## src/rtl/store_lane_fmt.sv

```systemverilog
module store_lane_fmt (
  input  logic        clk,
  input  logic        rst_n,
  input  logic        req_valid,
  output logic        req_ready,
  input  logic [2:0]  req_size,
  input  logic        req_rev,
  input  logic        req_le,
  input  logic [63:0] req_src,
  input  logic [63:0] req_src_odd,
  output logic        beat_valid,
  input  logic        beat_ready,
  output logic [63:0] beat_data,
  output logic [7:0]  beat_be,
  output logic [3:0]  beat_offset,
  output logic        beat_last
);

  localparam logic [2:0] SIZE_QUAD = 3'd4;

  logic        busy, phase;
  logic [63:0] h_even, h_odd;
  logic [2:0]  h_size;
  logic        h_rev, h_le;

  function automatic logic [63:0] swap8(input logic [63:0] v);
    logic [63:0] r;
    for (int k = 0; k < 8; k++) r[8*k +: 8] = v[8*(7-k) +: 8];
    return r;
  endfunction

  function automatic logic [63:0] pack_low(input logic [63:0] v, input logic [1:0] lg, input logic rev);
    logic [63:0] r;
    int n;
    n = 1 << lg;
    r = '0;
    for (int k = 0; k < 8; k++)
      if (k < n) r[8*k +: 8] = rev ? v[8*k +: 8] : v[8*(n-1-k) +: 8];
    return r;
  endfunction

  wire quad = (h_size == SIZE_QUAD);

  assign req_ready  = !busy;
  assign beat_valid = busy;

  always_comb begin
    if (quad) begin
      if (!phase) beat_data = h_le ? h_odd : swap8(h_even);
      else        beat_data = h_le ? h_even : swap8(h_odd);
      beat_be     = 8'hFF;
      beat_offset = phase ? 4'd8 : 4'd0;
      beat_last   = phase;
    end else begin
      beat_data   = pack_low(h_even, h_size[1:0], h_rev);
      case (h_size[1:0])
        2'd0:    beat_be = 8'h01;
        2'd1:    beat_be = 8'h03;
        2'd2:    beat_be = 8'h0F;
        default: beat_be = 8'hFF;
      endcase
      beat_offset = 4'd0;
      beat_last   = 1'b1;
    end
  end

  always_ff @(posedge clk) begin
    if (!rst_n) begin
      busy   <= 1'b0;
      phase  <= 1'b0;
      h_even <= '0;
      h_odd  <= '0;
      h_size <= '0;
      h_rev  <= 1'b0;
      h_le   <= 1'b0;
    end else if (req_valid && req_ready) begin
      busy   <= 1'b1;
      phase  <= 1'b0;
      h_even <= req_src;
      h_odd  <= req_src_odd;
      h_size <= req_size;
      h_rev  <= req_rev;
      h_le   <= req_le;
    end else if (beat_valid && beat_ready) begin
      if (beat_last) busy <= 1'b0;
      else           phase <= 1'b1;
    end
  end

endmodule


```

## config.mk

```make
export PLATFORM = sky130hd
export DESIGN_NAME = store_lane_fmt
export DESIGN_NICKNAME = d
export VERILOG_FILES = /design/src/rtl/store_lane_fmt.sv
export SDC_FILE = /design/constraint.sdc
export NUM_CORES = 1
export LEC_CHECK = 0
export BUFFER_PORTS_ARGS = -buffer_cell sky130_fd_sc_hd__buf_2
export CAP_MARGIN = 40
export CORE_MARGIN = 4
export CORE_UTILIZATION = 58
export CTS_BUF_LIST = sky130_fd_sc_hd__clkbuf_2
export DETAILED_ROUTE_END_ITERATION = 10
export GPL_TIMING_DRIVEN = 1
export MAX_ROUTING_LAYER = met4
export PLACE_DENSITY = 0.83
export REMOVE_ABC_BUFFERS = 1
export SLEW_MARGIN = 25
export SYNTH_ARGS = -nofsm -noshare
export SYNTH_HDL_FRONTEND = slang
export SYNTH_SLANG_ARGS = --single-unit
export TNS_END_PERCENT = 50
```

## constraint.sdc

```tcl
create_clock -name clk -period 3.9 [get_ports clk]
set_input_delay 0.585 -clock clk [delete_from_list [all_inputs] [get_ports clk]]
set_output_delay 0.585 -clock clk [all_outputs]
set_load 0.02 [all_outputs]
```

==> flow_summary.yaml, run 1 <==
outcome:
  outcome: "finished, final reports clean"
floorplan:
  die_area_um2: 21320
  core_region_area_um2: 18710
  fp.dieW_um: 146
  rows: 50
  io_pins: 216
  dieHeight_um: 146
  initial_core_util_pct: 59.05
yosys:
  yosysWarningCount: 0
  ys_ff_latch: 135
  ys_top_cells_by_count: "nand2_1 (301), mux4_2 (143), dfxtp_1 (135)"
  synthArstFlopShare_pct: 0
  yosysUniqueCellTypes: 42
  ys.flop_type: "dfxtp_1"
  synth_seq_area_share_pct: 24.47
  synth_edf_count: 0
  synth_top_area_share_pct: 29.16
  yosysTopAreaCell: "mux4_2"
  avgSynthCellArea_um2: 9.473
  synth.most_common_cell: "nand2_1"
  ys_top_cells_by_area: "mux4_2 (29%), dfxtp_1 (24%), nand2_1 (10%)"
  syn_area_um2: 11050
  synth_cells: 1166
pwr:
  power_switching_share_pct: 35.90
  clockPowerShare_pct: 21.8
  pwr-share-seq_pct: 45.6
  internal-power_mw: 2.268
  leakage_nw: 4.827
  vdd.ir_drop.worst_mv: 0.1782
  power_density_nw_per_um2: 279.5
  power_mw: 3.538
  power_frac_comb_pct: 32.5
  p_switching_mw: 1.270
global_route:
  grt_pass1_vias: 9863
  antenna_found_initial: 2
  grt-ovfl-total: 0
  grt_max_degree: 134
  track_usage_pct: 31.61
  grt_pass1_wl_um: 52840
cts:
  clkLatencyLatePin_ns: 0.77
  cts.sinks: 135
  cts_max_level: 4
  cts_buffers: 17
  cts_tree: "done"
  clock_path_buffers: 2
  path_clk_slew_ns: 0.22
  cts-root-buf: "clkbuf_2"
timing:
  rsz0062_at_grt: "yes"
  worst_slew_pin_slew_ns: 0.8289
  whs_ns: 0.01020
  setup_viol_count_final: 0
  fin_crit_sh_pct: 97.87
  fin_crit_ns: 3.817
  drv_slew: 0
  hold_viol_final: 0
  slew_headroom_pct: 44.74
  finalClockSkew_ns: 0.03060
  clock.fmax_mhz: 262.0
final_layout:
  syn2layout_area_growth_pct: 14.58
  nets: 1468
  drive_gt1_share_pct: 34.68
setup_path:
  arrival_ns: 3.23
  endpoint_kind: "output port"
  r2r_start: "beat_valid$_SDFFE_PN0P_"
  worst_setup_path_start_kind: "flop"
  crit_start: "h_size[0]$_SDFFE_PN0P_"
  r2r_slack_ns: 1.95
  r2r_end: "h_even[22]$_SDFFE_PN0P_"
  critical_path_class: "flop to output port"
  worstPathRequired_ns: 3.31
  worstRegToRegCells: 5
  worstPathMaxFanout: 8
  cp-endpoint: "beat_data[7]"
detailed_routing:
  wl_per_cell_um: 21.28
  finalWirelength_um: 33360
  drc: 0
  drtIter0Drc: 1471
  ant_nets: 0
  avgViaCountPerCell: 6.591
  dr.pass1.iters: 6
  num_vias: 10340
job:
  drv_cap: 0
hold_path:
  holdCritStartpoint: "req_src_odd[59]"
  hold_class: "primary input to flop"
place:
  dp_hpwl_um: 22060
  port_buffers: 211
  gp_congestion: 0.8726
==> power by group through the flow <==
stage | combinational, mW | clock (mW) | sequential (mW)
3_3_place_gp | 1.03 | 0 | 1.63
6_report | 1.15 | 0.772 | 1.61
5_1_grt | 1.24 | 0.825 | 1.63
2_1_floorplan | 0.755 | 0 | 1.59
3_5_place_dp | 1.06 | 0 | 1.64
4_1_cts | 1.12 | 0.771 | 1.61
==> routing by layer <==
layer	share of wire, %	track usage [%]	wire [um]	vias to the layer above
li1	-	-	-	4598
met1	38	41.35	12720	4873
met2	46	47.96	15390	755
met3	12	7.350	3970	109
met4	3.8	12.65	1282	0
met5	0	-	0	-
==> metrics by stage <==
step           instances  util [%]  setup TNS [ns]  area [um^2]  setup slack [ns]
4_1_cts             1561     67.06               0        12540           0.04848
5_1_grt             1568     67.66        -0.01469        12660          -0.01204
3_3_place_gp        1511     64.31               0        12030            0.2361
3_5_place_dp        1513     64.50               0        12060            0.1241
6_report            1568     67.66               0        12660           0.08298
2_1_floorplan       1034         -         -298.42        10370            -2.949
==> logic make-up after synthesis <==
family,count (synthesis),share of synthesized area (%)
simple gates,372,13.59
compound gates,278,17.18
mux,226,36.97
buf+inv,142,6.468
flops,135,24.47
fa+ha+maj,11,1.246
other cells,2,0.06799
==> layout make-up <==
type / count / area (um^2)
multi-input combinational: 891 / 7750
fill: 1492 / 6050
sequential: 135 / 2718
timing repair buffer: 267 / 1670
tap: 234 / 292.8
clock buffer: 20 / 100.1
clock inverter: 11 / 85.08
inverter: 8 / 35.03
antenna: 2 / 5.005
==> worst min path at each step <==
stage,depth (start not counted),end,slack [ns]
global placement,2,h_odd[33]$_SDFFE_PN0P_,0.46
global route,3,h_even[12]$_SDFFE_PN0P_,0.001
finish,3,h_odd[59]$_SDFFE_PN0P_,0.01
CTS,3,h_even[12]$_SDFFE_PN0P_,0.0003
floorplan,2,h_odd[32]$_SDFFE_PN0P_,0.45
detailed placement,2,h_odd[32]$_SDFFE_PN0P_,0.47
==> sequential cells by signal, indices dropped and copies added (netlist names) <==
| signal | flops |
|---|---|
| h_even | 64 |
| h_odd | 64 |
| h_size | 3 |
| beat_valid | 1 |
| h_le | 1 |
| h_rev | 1 |
| phase | 1 |
==> cells in the final DEF (no fill, tap or decap), types with 3 or more instances in the layout <==
cell,netlist,layout
nand2_1,301,300
buf_2,33,207
mux4_2,143,143
a21boi_0,133,133
dfxtp_1,135,131
mux2i_1,81,81
a21oi_1,47,45
buf_4,17,40
o21ai_0,37,37
nor2_1,27,27
clkbuf_2,0,20
and3_1,18,18
o22ai_1,16,16
or2_2,9,9
dlygate4sd3_1,0,9
a22oi_1,8,8
a22o_1,8,8
a221o_1,8,8
ha_1,11,6
buf_12,1,6
inv_1,7,5
o221ai_1,6,5
conb_1,2,4
clkinv_2,0,4
dfxtp_4,0,4
or3_1,3,3
a31oi_1,3,3
nand2b_1,3,3
ha_4,0,3
clkinv_1,0,3
==> what timing repair did <==
action	in CTS	in global routing
gates resized for setup	22	13
hold buffers	8	1
setup buffers	8	3
pin swaps	2	6
gates cloned	1	1
endpoints found under the hold margin	8	1
endpoints found under the setup margin	62	18
==> worst max-delay path, cell delays in order (launching register included) <==
cell     delay, ns
dfxtp_4       0.42
inv_4         0.10
ha_4          0.16
inv_2         0.08
ha_4          0.31
buf_12        0.14
mux4_2        0.50
a22o_1        0.24
a221o_1       0.36
buf_2         0.17
Note: power is estimated with default switching activity, not from simulation.
==> inputs of run 2 (changes only) <==
- RECOVER_POWER: default -> 25
==> flow_summary.yaml, run 2 (synthesized netlist as in run 1, its figures left out) <==
outcome:
  outcome: "finished with violations"
  failed_checks: "capacitance limit, slew limit"
global_route:
  grt_pass1_wl_um: 52840
  antenna_found_initial: 2
  grt_pass1_vias: 9863
  grt-ovfl-total: 0
  grt_max_degree: 134
  track_usage_pct: 31.61
timing:
  finalClockSkew_ns: 0.02581
  drv_slew: 52
  fin_crit_ns: 3.818
  fin_crit_sh_pct: 97.91
  clock.fmax_mhz: 261.9
  slew_headroom_pct: -14.53
  rsz0062_at_grt: "yes"
  setup_viol_count_final: 0
  worst_slew_pin_slew_ns: 1.714
  hold_viol_final: 0
pwr:
  power_switching_share_pct: 35.84
  p_switching_mw: 1.267
  leakage_nw: 4.823
  power_density_nw_per_um2: 279.4
  power_frac_comb_pct: 32.6
  internal-power_mw: 2.267
  clockPowerShare_pct: 21.7
  vdd.ir_drop.worst_mv: 0.1759
  pwr-share-seq_pct: 45.7
floorplan:
  dieHeight_um: 146
  rows: 50
  fp.dieW_um: 146
  io_pins: 216
  die_area_um2: 21320
  core_region_area_um2: 18710
  initial_core_util_pct: 59.05
place:
  gp_congestion: 0.8726
  port_buffers: 211
  post-place-cells: 1513
  dp_hpwl_um: 22060
detailed_routing:
  avgViaCountPerCell: 6.610
  dr.pass1.iters: 6
  wl_per_cell_um: 21.30
  ant_nets: 0
  finalWirelength_um: 33390
  drtIter0Drc: 1494
  drc: 0
  num_vias: 10370
final_layout:
  nets: 1468
  final_common_cell: "nand2_1"
  layout.cells.non_filler: 1568
  layout_common_cells: "nand2_1 (301), buf_2 (207), mux4_2 (143)"
  regArea_um2: 2718
  final_util_pct: 67.61
  syn2layout_area_growth_pct: 14.49
  nFillCells: 1495
  multi_input_area_um2: 7742
  reg_top3: "h_even (64), h_odd (64), h_size (3)"
  drive_gt1_share_pct: 34.61
setup_path:
  worstPathMaxFanout: 8
  slowest_stage: "mux4_2"
  worstPathCellList: "inv_4 -> ha_4 -> inv_2 -> ha_4 -> buf_12 -> mux4_2 -> a22o_1 -> a221o_1 -> buf_2"
  arrival_ns: 3.23
  worst_setup_path_start_kind: "flop"
  path_buf_inv: 4
  endpoint_kind: "output port"
  path_common_cell: "ha_4"
  crit_family: "compound AO/OA/AOI/OAI gates"
  worstPathRequired_ns: 3.31
  critical_path_class: "flop to output port"
  slowest_delay_ns: 0.50
cts:
  clkLatencyLatePin_ns: 0.76
  path_clk_slew_ns: 0.21
  cts_max_level: 4
  clock_path_buffers: 2
  cts_buffers: 17
  cts-root-buf: "clkbuf_2"
  cts_tree: "done"
  cts.sinks: 135
hold_path:
  hold_class: "primary input to flop"
job:
  drv_cap: 1
-- run 2: changes by cell type in the layout (fill, tap and decap cells not counted) --
cell / before / now
clkbuf_2: 20 / 21
buf_4: 40 / 39
nand2_1: 300 / 301
nand2_4: 1 / 0
-- run 2: final timing paths --
path	from	end	slack, ns	cells past startpoint
max	h_size[0]$_SDFFE_PN0P_	beat_data[7]	0.08	9
min	req_src_odd[59]	h_odd[59]$_SDFFE_PN0P_	0.03	3
max reg2reg	beat_valid$_SDFFE_PN0P_	h_even[22]$_SDFFE_PN0P_	0.77	5
min reg2reg	h_odd[53]$_SDFFE_PN0P_	h_odd[53]$_SDFFE_PN0P_	0.49	2
-- run 2: metal layers --
metal	vias to the layer above	track usage (%)	part of all wire, %
li1	4597	-	-
met1	4895	41.35	38
met2	760	47.96	46
met3	113	7.350	12
met4	0	12.65	3.8
met5	-	-	0
-- run 2: worst min-delay path: cells and delay by family --
kind                   cells  cell delay (ns)
and+or+nand+nor            1             0.04
buffers and inverters      1             0.09
AOI/OAI and AO/OA          1             0.06
-- run 2: area by class of cell --
cell class,instances,share of cell area [%]
tap,234,2.315
inverter,8,0.2770
antenna,2,0.03958
clock buffer,20,0.7915
sequential,135,21.49
clock inverter,11,0.6728
timing repair buffer,267,13.19
multi-input combinational,891,61.22
-- run 2: what timing repair did --
item,in CTS,in global routing
pin swaps,2,6
setup endpoints to repair,62,18
setup buffers,8,3
resized for setup,22,13
hold buffers,8,1
hold endpoints to repair,8,1
gates cloned,1,1
-- run 2: stage by stage --
stage | hold WS [ns] | power, mW | cell area [um^2] | worst slack (ns) | setup TNS (ns)
2_1_floorplan | 0.4501 | 2.345 | 10370 | -2.949 | -298.42
3_5_place_dp | 0.4689 | 2.692 | 12060 | 0.1241 | 0
6_report | 0.02519 | 3.534 | 12650 | 0.08158 | 0
5_1_grt | 0.001278 | 3.690 | 12650 | -0.01204 | -0.01469
3_3_place_gp | 0.4637 | 2.655 | 12030 | 0.2361 | 0
4_1_cts | 0.0003069 | 3.501 | 12540 | 0.04848 | 0
-- run 2: power by group through the flow --
stage          Clock [mW]  Sequential [mW]  Combinational, mW
2_1_floorplan           0             1.59              0.755
3_3_place_gp            0             1.63               1.03
3_5_place_dp            0             1.64               1.06
4_1_cts             0.771             1.61               1.12
5_1_grt             0.825             1.63               1.24
6_report            0.768             1.61               1.15
